===== src/rtl/irq_router_pkg.sv =====
package irq_router_pkg;
  localparam int unsigned ROUTE_W       = 8;
  localparam int unsigned ROUTE_IRQ_W   = 4;
  localparam int unsigned ROUTE_DIS_BIT = 7;
  localparam logic [7:0]  ROUTE_RST     = 8'h80;
  localparam int unsigned SCI_SEL_W     = 3;
  localparam logic [2:0]  SCI_SEL_RST   = 3'd0;
  localparam int unsigned SCI_IDX_W     = 5;

  typedef logic [ROUTE_W-1:0] route_t;

  typedef struct packed {
    logic                 valid;
    logic [SCI_IDX_W-1:0] idx;
  } sci_tgt_t;

  function automatic sci_tgt_t sci_decode(input logic [SCI_SEL_W-1:0] sel);
    sci_tgt_t t;
    t.valid = 1'b1;
    unique case (sel)
      3'd0:    t.idx = 5'd9;
      3'd1:    t.idx = 5'd10;
      3'd2:    t.idx = 5'd11;
      3'd4:    t.idx = 5'd20;
      3'd5:    t.idx = 5'd21;
      default: begin t.valid = 1'b0; t.idx = '0; end
    endcase
    return t;
  endfunction

  function automatic logic route_connected(input route_t r);
    return !r[ROUTE_DIS_BIT];
  endfunction

  function automatic logic [ROUTE_IRQ_W-1:0] route_irq(input route_t r);
    return r[ROUTE_IRQ_W-1:0];
  endfunction
endpackage


===== src/rtl/irq_route_regs.sv =====
module irq_route_regs
  import irq_router_pkg::*;
#(
  parameter int unsigned NUM_PIRQ = 8,
  parameter int unsigned ADDR_W   = 4
) (
  input  logic                              clk_i,
  input  logic                              rst_ni,
  input  logic                              we_i,
  input  logic [ADDR_W-1:0]                 addr_i,
  input  logic [ROUTE_W-1:0]                wdata_i,
  output logic [ROUTE_W-1:0]                rdata_o,
  output logic [NUM_PIRQ-1:0][ROUTE_W-1:0]  route_o,
  output logic [SCI_SEL_W-1:0]              sci_sel_o
);
  localparam int unsigned PIRQ_W = (NUM_PIRQ > 1) ? $clog2(NUM_PIRQ) : 1;
  localparam logic [ADDR_W-1:0] SEL_ADDR = ADDR_W'(NUM_PIRQ);

  for (genvar g = 0; g < NUM_PIRQ; g++) begin : g_route
    route_t byte_q;
    always_ff @(posedge clk_i or negedge rst_ni) begin
      if (!rst_ni)                                byte_q <= ROUTE_RST;
      else if (we_i && addr_i == ADDR_W'(g))      byte_q <= wdata_i;
    end
    assign route_o[g] = byte_q;
  end

  logic [SCI_SEL_W-1:0] sel_q;
  always_ff @(posedge clk_i or negedge rst_ni) begin
    if (!rst_ni)                          sel_q <= SCI_SEL_RST;
    else if (we_i && addr_i == SEL_ADDR)  sel_q <= wdata_i[SCI_SEL_W-1:0];
  end
  assign sci_sel_o = sel_q;

  always_comb begin
    rdata_o = '0;
    if (addr_i < SEL_ADDR)       rdata_o = route_o[addr_i[PIRQ_W-1:0]];
    else if (addr_i == SEL_ADDR) rdata_o = {{(ROUTE_W-SCI_SEL_W){1'b0}}, sel_q};
  end
endmodule


===== src/rtl/irq_pic_mux.sv =====
module irq_pic_mux
  import irq_router_pkg::*;
#(
  parameter int unsigned NUM_PIRQ = 8,
  parameter int unsigned NUM_PIC  = 16
) (
  input  logic [NUM_PIRQ-1:0]               pirq_i,
  input  logic [NUM_PIRQ-1:0][ROUTE_W-1:0]  route_i,
  output logic [NUM_PIC-1:0]                pic_o
);
  for (genvar g = 0; g < NUM_PIC; g++) begin : g_line
    logic hit;
    always_comb begin
      hit = 1'b0;
      for (int n = 0; n < NUM_PIRQ; n++) begin
        if (pirq_i[n] && route_connected(route_i[n]) &&
            route_irq(route_i[n]) == ROUTE_IRQ_W'(g))
          hit = 1'b1;
      end
    end
    assign pic_o[g] = hit;
  end
endmodule


===== src/rtl/irq_sci_steer.sv =====
module irq_sci_steer
  import irq_router_pkg::*;
#(
  parameter int unsigned NUM_PIC = 16,
  parameter int unsigned NUM_GSI = 24
) (
  input  logic                 clk_i,
  input  logic                 rst_ni,
  input  logic                 sci_i,
  input  logic [SCI_SEL_W-1:0] sel_i,
  output logic                 lvl_o,
  output logic [NUM_PIC-1:0]   pic_o,
  output logic [NUM_GSI-1:0]   gsi_o
);
  logic     lvl_q;
  sci_tgt_t tgt;

  // Stored level: a repeated input value leaves the register untouched.
  always_ff @(posedge clk_i or negedge rst_ni) begin
    if (!rst_ni)            lvl_q <= 1'b0;
    else if (sci_i != lvl_q) lvl_q <= sci_i;
  end
  assign lvl_o = lvl_q;

  assign tgt = sci_decode(sel_i);

  for (genvar g = 0; g < NUM_GSI; g++) begin : g_gsi
    assign gsi_o[g] = lvl_q && tgt.valid && (tgt.idx == SCI_IDX_W'(g));
  end
  for (genvar g = 0; g < NUM_PIC; g++) begin : g_pic
    assign pic_o[g] = gsi_o[g];
  end
endmodule


===== src/rtl/irq_route_query.sv =====
module irq_route_query
  import irq_router_pkg::*;
#(
  parameter int unsigned NUM_PIRQ = 8,
  parameter int unsigned NUM_PIC  = 16,
  parameter int unsigned GSI_W    = 5,
  parameter int unsigned PIRQ_W   = 3
) (
  input  logic [PIRQ_W-1:0]                 qry_pirq_i,
  input  logic [NUM_PIRQ-1:0][ROUTE_W-1:0]  route_i,
  output logic                              qry_pic_o,
  output logic [GSI_W-1:0]                  qry_irq_o
);
  route_t r;
  assign r = route_i[qry_pirq_i];

  always_comb begin
    if (route_connected(r)) begin
      qry_pic_o = 1'b1;
      qry_irq_o = GSI_W'(route_irq(r));
    end else begin
      qry_pic_o = 1'b0;
      qry_irq_o = GSI_W'(NUM_PIC) + GSI_W'(qry_pirq_i);
    end
  end
endmodule


===== src/rtl/irq_router_top.sv =====
module irq_router_top
  import irq_router_pkg::*;
#(
  parameter int unsigned NUM_PIRQ = 8,
  parameter int unsigned NUM_PIC  = 16,
  parameter int unsigned ADDR_W   = 4,
  parameter int unsigned PIRQ_W   = 3,
  parameter int unsigned GSI_W    = 5,
  parameter int unsigned NUM_GSI  = NUM_PIC + NUM_PIRQ
) (
  input  logic                 clk_i,
  input  logic                 rst_ni,
  input  logic [NUM_PIRQ-1:0]  pirq_i,
  input  logic                 sci_i,
  input  logic                 cfg_we_i,
  input  logic [ADDR_W-1:0]    cfg_addr_i,
  input  logic [ROUTE_W-1:0]   cfg_wdata_i,
  output logic [ROUTE_W-1:0]   cfg_rdata_o,
  input  logic [PIRQ_W-1:0]    qry_pirq_i,
  output logic                 qry_pic_o,
  output logic [GSI_W-1:0]     qry_irq_o,
  output logic [NUM_PIC-1:0]   pic_irq_o,
  output logic [NUM_GSI-1:0]   gsi_o
);
  logic [NUM_PIRQ-1:0][ROUTE_W-1:0] route_q;
  logic [SCI_SEL_W-1:0]             sci_sel_q;
  logic                             sci_lvl_q;
  logic [NUM_PIC-1:0]               pirq_pic;
  logic [NUM_PIC-1:0]               sci_pic;
  logic [NUM_GSI-1:0]               sci_gsi;

  irq_route_regs #(.NUM_PIRQ(NUM_PIRQ), .ADDR_W(ADDR_W)) u_regs (
    .clk_i    (clk_i),
    .rst_ni   (rst_ni),
    .we_i     (cfg_we_i),
    .addr_i   (cfg_addr_i),
    .wdata_i  (cfg_wdata_i),
    .rdata_o  (cfg_rdata_o),
    .route_o  (route_q),
    .sci_sel_o(sci_sel_q)
  );

  irq_pic_mux #(.NUM_PIRQ(NUM_PIRQ), .NUM_PIC(NUM_PIC)) u_pic (
    .pirq_i (pirq_i),
    .route_i(route_q),
    .pic_o  (pirq_pic)
  );

  irq_sci_steer #(.NUM_PIC(NUM_PIC), .NUM_GSI(NUM_GSI)) u_sci (
    .clk_i (clk_i),
    .rst_ni(rst_ni),
    .sci_i (sci_i),
    .sel_i (sci_sel_q),
    .lvl_o (sci_lvl_q),
    .pic_o (sci_pic),
    .gsi_o (sci_gsi)
  );

  irq_route_query #(
    .NUM_PIRQ(NUM_PIRQ), .NUM_PIC(NUM_PIC), .GSI_W(GSI_W), .PIRQ_W(PIRQ_W)
  ) u_qry (
    .qry_pirq_i(qry_pirq_i),
    .route_i   (route_q),
    .qry_pic_o (qry_pic_o),
    .qry_irq_o (qry_irq_o)
  );

  assign pic_irq_o = pirq_pic | sci_pic;
  assign gsi_o     = {pirq_i, {NUM_PIC{1'b0}}} | sci_gsi;
endmodule


===== config.mk =====
export PLATFORM = sky130hd
export DESIGN_NAME = irq_router_top
export DESIGN_NICKNAME = d
export VERILOG_FILES = /design/src/rtl/irq_router_pkg.sv /design/src/rtl/irq_route_regs.sv /design/src/rtl/irq_pic_mux.sv /design/src/rtl/irq_sci_steer.sv /design/src/rtl/irq_route_query.sv /design/src/rtl/irq_router_top.sv
export SDC_FILE = /design/constraint.sdc
export NUM_CORES = 1
export LEC_CHECK = 0
export BUFFER_PORTS_ARGS = -buffer_cell sky130_fd_sc_hd__clkbuf_2
export CORE_MARGIN = 5
export CORE_UTILIZATION = 33
export CTS_CLUSTER_SIZE = 24
export DETAILED_ROUTE_END_ITERATION = 16
export GPL_TIMING_DRIVEN = 1
export HOLD_SLACK_MARGIN = 0.03
export PLACE_DENSITY = 0.59
export SYNTH_ARGS = -nofsm -noshare
export SYNTH_HDL_FRONTEND = slang
export SYNTH_SLANG_ARGS = --single-unit
export TNS_END_PERCENT = 5

===== constraint.sdc =====
create_clock -name clk_i -period 1.85 [get_ports clk_i]
set_clock_uncertainty 0.2 [all_clocks]
set_input_delay 0 -clock clk_i [delete_from_list [all_inputs] [get_ports clk_i]]
set_output_delay 0 -clock clk_i [all_outputs]
set_load 0.05 [all_outputs]

# Yosys cells after proc, flatten, opt, wreduce, memory -nomap -nowiden
# Cells that the tools add are included.
[classes]
bitwise_logic = 2
eq_ne = 156
add_sub_neg = 1
n_mux = 138
reduce_logical = 190
n_lt_le_gt_ge = 3
[ops]
columns = ["op", "count"]
rows = [
  ["$eq A4 B4 Y1 const B", 65],
  ["$logic_and A1 B1 Y1", 170],
  ["$eq A4 B3 Y1 const B", 36],
  ["$mux W1", 130],
  ["$eq A4 B2 Y1 const B", 18],
  ["$bmux W8 S3", 2],
  ["$eq A5 B4 Y1 const B", 8],
  ["$eq A5 B5 Y1 const B", 8],
  ["$eq A4 B1 Y1 const B", 9],
  ["$logic_not A4 Y1", 9],
  ["$pmux W5 S5", 1],
  ["$mux W8", 3],
  ["$or A24 B24 Y24", 1],
  ["$eq A5 B3 Y1 const B", 4],
  ["$or A16 B16 Y16", 1],
  ["$eq A5 B2 Y1 const B", 2],
  ["$logic_not A1 Y1", 8],
  ["$lt A3 B4 Y1 const B", 2],
  ["$eq A3 B3 Y1 const B", 2],
  ["$add A5 B3 Y5 const A", 1],
  ["$eq A5 B1 Y1 const B", 1],
  ["$logic_not A5 Y1", 1],
  ["$mux W5", 1],
  ["$reduce_or A5 Y1", 1],
  ["6 further kinds", 6],
]
[word_totals]
in_bits = 27
register_bits = 68

# Longest topological paths before layout
[depth]
word_depth = 12
depth_mapped = 6
ltp_nobuf = 5

# By module
# From an unflattened synthesis, not the netlist that was laid out.
[unflattened]
cells_unflattened = 475
area_unflattened_um2 = 5470.2
[by_module_without_submodules]
columns = ["module", "cells_each", "n_inst", "area_each_um2"]
rows = [
  ["irq_route_regs", 206, 1, 3211.8],
  ["irq_pic_mux", 162, 1, 1317.5],
  ["irq_route_query", 40, 1, 431.7],
  ["irq_sci_steer", 43, 1, 359.1],
  ["irq_router_top", 24, 1, 150.1],
]

# Least setup slack after synthesis
# No wires, ideal clock.
[synth_timing]
path_kind = "register -> output"
startpoint = "register u_regs.g_route[7].byte_q[7]"
endpoint = "output qry_irq_o[3]"
path_buffers = 0
arrival_time_ps = 2738
path_stages_with_launch = 5
required_ps = 1650
setup_slack_ps = -1088
path_cell_list = "dfstp_2 mux4_2 mux2i_2 inv_1 nor2_1"
[synth_via]
elab_chain_len = 3
[synth_lines]
columns = ["item", "line", "text"]
rows = [
  ["start: declaration", "irq_route_regs.sv:20", "route_t byte_q;"],
  ["start signal: assignment", "irq_route_regs.sv:23", "else if (we_i && addr_i == ADDR_W'(g)) byte_q <= wdata_i;"],
  ["$bmux W8 S3", "irq_route_query.sv:15", "assign r = route_i[qry_pirq_i];"],
  ["$mux W8 (not written as such)", "irq_route_query.sv:15", ""],
  ["$mux W5", "irq_route_query.sv:18", "if (route_connected(r)) begin"],
  ["end: declaration", "irq_router_top.sv:21", "output logic [GSI_W-1:0] qry_irq_o,"],
]
# Every way passes these cells. The select of a mux whose other input is x is not followed.

# Worst setup path after layout
[layout_timing]
startpoint = "register u_regs.g_route[5].byte_q[7]"
endpoint = "output qry_irq_o[3]"
[layout_via]
elab_chain_len = 3
[layout_lines]
columns = ["item", "line"]
rows = [
  ["start: declaration", "irq_route_regs.sv:20"],
  ["start signal: assignment", "irq_route_regs.sv:23"],
  ["$bmux W8 S3", "irq_route_query.sv:15"],
  ["$mux W8 (not written as such)", "irq_route_query.sv:15"],
  ["$mux W5", "irq_route_query.sv:18"],
]
# Every way passes these cells. The select of a mux whose other input is x is not followed.

==> impl_metrics.toml <==
[run_status]
run_status = "complete, but fails checks"
violations = "setup timing"

[layout]
final.fill_count = 1351
area.growth.synth_to_final_pct = 46.88
n_antenna_cell = 0
final_common_cell = "sky130_fd_sc_hd__buf_4"
top_library_cells_by_usage_in_the_layout_fill_and_taps_aside = "102 x sky130_fd_sc_hd__buf_4, 67 x sky130_fd_sc_hd__mux2_2, 58 x sky130_fd_sc_hd__dfrtp_1"
final_util = 0.4900
final_cell_area_um2 = 7393
layout.nets = 662
layout-drive-gt1-share = 0.5813

[placement]
gp_congestion = 0.9369
postPlaceCellArea_um2 = 6548
place.port_buffers = 67
detailed_placer_s_ending_hpwl_um = 15280

[drt]
drt_iter0_drc = 395
drt.antenna.violating_nets = 0
wirelength_um = 19740
detailroute.via_count = 4879
drc_markers = 0
firstDrtPassIters = 8
viasPerCell = 5.893
routedWlPerCell_um = 23.84

[sta]
max_freq_mhz = 441.5
tcrit_tclk_final = 1.224
finalMaxSlewViolations = 0
endpoints_failing_setup = 27
timing_worst_slew_pin_value_ns = 0.7748
min_tclk_post_route_ns = 2.265
worst_slack_on_hold_paths_ns = 0.02139
worst_slack_ns = -0.4152
finalHoldViolCount = 0
timing.max_slew.rel_slack = 0.4761
rsz0062_at_grt = "yes"

[critical_path]
timing.critical_path.from_type = "flop"
critical_path_class = "reg -> out"
worst_setup_path_end_kind = "output port"
cp_data_arrival_time_ns = 2.07
critical_path.reg2reg.startpoint = "u_regs.g_route[0].byte_q[3]"
required_ns = 1.65
crit_path_cell_trace = "mux4_2 > mux2i_4 > clkinvlp_4 > buf_4 > nor2_4 > buf_12"
reg2regPathDepth = 3
crit_path_top_delay_cell = "sky130_fd_sc_hd__mux4_2"
cp-endpoint = "qry_irq_o[3]"
worst_r2r_dst = "u_regs.g_route[0].byte_q[3]"
worst_setup_path_startpoint = "u_regs.g_route[5].byte_q[7]"
worst-path-max-fanout = 6
setup.reg_to_reg.worst_slack_ns = 0.56
max_stage_delay_ns = 0.51

[clock_tree]
worst_setup_hold_path_clk_slew_ns = 0.07
clockRootBuffer = "sky130_fd_sc_hd__clkbuf_16"
maximum_clock_insertion_buffer_count = 2
tritoncts = "built"
clock_sink_count = 68
cts_buffers = 9
htreeDepth = 3
clock_latency_ns = 0.33

[hold_path]
timing.hold.worst.class = "in -> async"

[grt]
maximum_number_of_pins_on_one_net_before_global_route_repair = 40
globalRouteOverflowTotal = 0
met3_track_usage_gr = 0.03323
initial_antenna_violation_count = 0
gr-usage-met2 = 0.3688
use_met1 = 0.2723
grt_pass1_vias = 4954
total_global_routing_track_utilization = 0.2190
top_usage_layer = "met2"
grt_first_pass_wirelength_um = 29920

[yosys]
synth.cell_area_um2 = 5034
synth_edf_count = 0
synth_compound_gate_area_share = 0.09073
muxShareOfSynthArea = 0.2918
ys_seq_elements = 68
post_synth_inst_count = 467
synth.avg_cell_area_um2 = 10.78
synth_seq_area_share = 0.3400
synth_top_family_by_area = "multiplexers"
yosys_warnings = 0
synth-async-reset-ratio = 1.000
synth_cell_type_count = 51
postSynth.topFlopCell = "sky130_fd_sc_hd__dfrtp_1"
yosys.area_share.adder = 0
synth_simple_gate_area_frac = 0.2098
yosys.area_share.xor_xnor = 0

[floorplan]
die_w_um = 133.5
initial_utilization = 0.3336
die_height_um = 133.5
rows = 45
dieArea_um2 = 17820
core_area_um2 = 15090
ios = 81

[job]
cap_viol_max_count = 0

[power]
power_density_nw_per_um2 = 1139
power.ir.vdd_worst_mv = 0.6996
power.leakage_nw = 3.107
==> how the worst min path moves through the flow <==
stage	slack, ns	end	startpoint	depth (start not counted)
2_1_floorplan	-0.50	u_regs.g_route[0].byte_q[0]	rst_ni	0
3_3_place_gp	-0.29	u_regs.g_route[2].byte_q[4]	rst_ni	1
3_5_place_dp	-0.28	u_regs.g_route[2].byte_q[4]	rst_ni	1
4_1_cts	0.03	u_regs.g_route[2].byte_q[3]	rst_ni	3
5_1_grt	0.08	u_regs.g_route[2].byte_q[3]	rst_ni	3
6_report	0.02	u_regs.g_route[2].byte_q[3]	rst_ni	3
==> kinds of logic (layout without fill, tap and decap cells) <==
| family | count (synthesis) | count (layout) |
|---|---|---|
| other | 1 | 13 |
| AND/OR/NAND/NOR | 169 | 169 |
| AO/OA/AOI/OAI | 66 | 66 |
| buffers and inverters | 60 | 221 |
| multiplexers | 103 | 103 |
| flip-flops | 68 | 68 |
==> area by class of cell <==
type | instances | area, µm² | share of cell area
clock buffers | 10 | 239.0 | 0.03232
multi-input cells | 351 | 3336 | 0.4512
flip-flops and latches | 68 | 1714 | 0.2318
repair buffers | 198 | 1793 | 0.2425
well taps | 188 | 235.2 | 0.03182
inverters | 7 | 30.03 | 0.004062
clock inverters | 6 | 46.29 | 0.006262
==> metal layers <==
metal  share of wire  up-vias
li1                -     2111
met1            0.39     2451
met2            0.49      253
met3           0.063       64
met4           0.052        0
met5               0        -
==> report_power, final <==
part / internal [mW] / switching (mW)
logic: 2.16 / 2.31
registers: 1.87 / 0.438
clock network: 0.955 / 0.690
==> critical path, delay by kind of cell (launching register included) <==
| kind | cells | cell delay, ns |
|---|---|---|
| buffers and inverters | 3 | 0.48 |
| AND/OR/NAND/NOR | 1 | 0.12 |
| multiplexers | 2 | 0.72 |
| flip-flops | 1 | 0.41 |
==> per-stage QoR <==
stage	setup TNS [ns]	worst slack, ns	instances	total power, mW
after global placement	-2.615	-0.4241	796	6.294
after floorplan	-4.688	-0.5775	479	4.492
after detailed placement	-2.113	-0.2932	796	6.336
after CTS	-8.022	-0.3997	827	8.287
after global routing	-9.890	-0.4659	828	8.751
final	-8.162	-0.4152	828	8.424
==> Yosys cell counts (9+ instances only) <==
cell / number / area, µm²
sky130_fd_sc_hd__nand2b_1: 15 / 93.84
sky130_fd_sc_hd__nor2b_1: 13 / 81.33
sky130_fd_sc_hd__mux2_2: 67 / 754.5
sky130_fd_sc_hd__buf_4: 28 / 210.2
sky130_fd_sc_hd__nand4b_1: 9 / 78.83
sky130_fd_sc_hd__o22ai_1: 24 / 150.1
sky130_fd_sc_hd__nand2_1: 22 / 82.58
sky130_fd_sc_hd__clkbuf_1: 20 / 75.07
sky130_fd_sc_hd__dfrtp_1: 60 / 1501
sky130_fd_sc_hd__nor3_1: 16 / 80.08
sky130_fd_sc_hd__nor2_1: 37 / 138.9
sky130_fd_sc_hd__mux4_2: 28 / 630.6
==> registers in the layout, summed over array words and instances (netlist names) <==
signal / flops
u_regs.g_route.byte_q: 64
u_regs.sci_sel_o: 3
u_sci.lvl_o: 1
==> repair_timing <==
item                       4_1_cts  5_1_grt
gates cloned                     0        0
setup endpoints to repair       27       35
hold endpoints to repair       136        0
hold buffers                    12        0
pin swaps                       11        6
buffers inserted                 3        1
gates resized for setup         69       31
No activity file was read; power rests on OpenSTA's default activity.
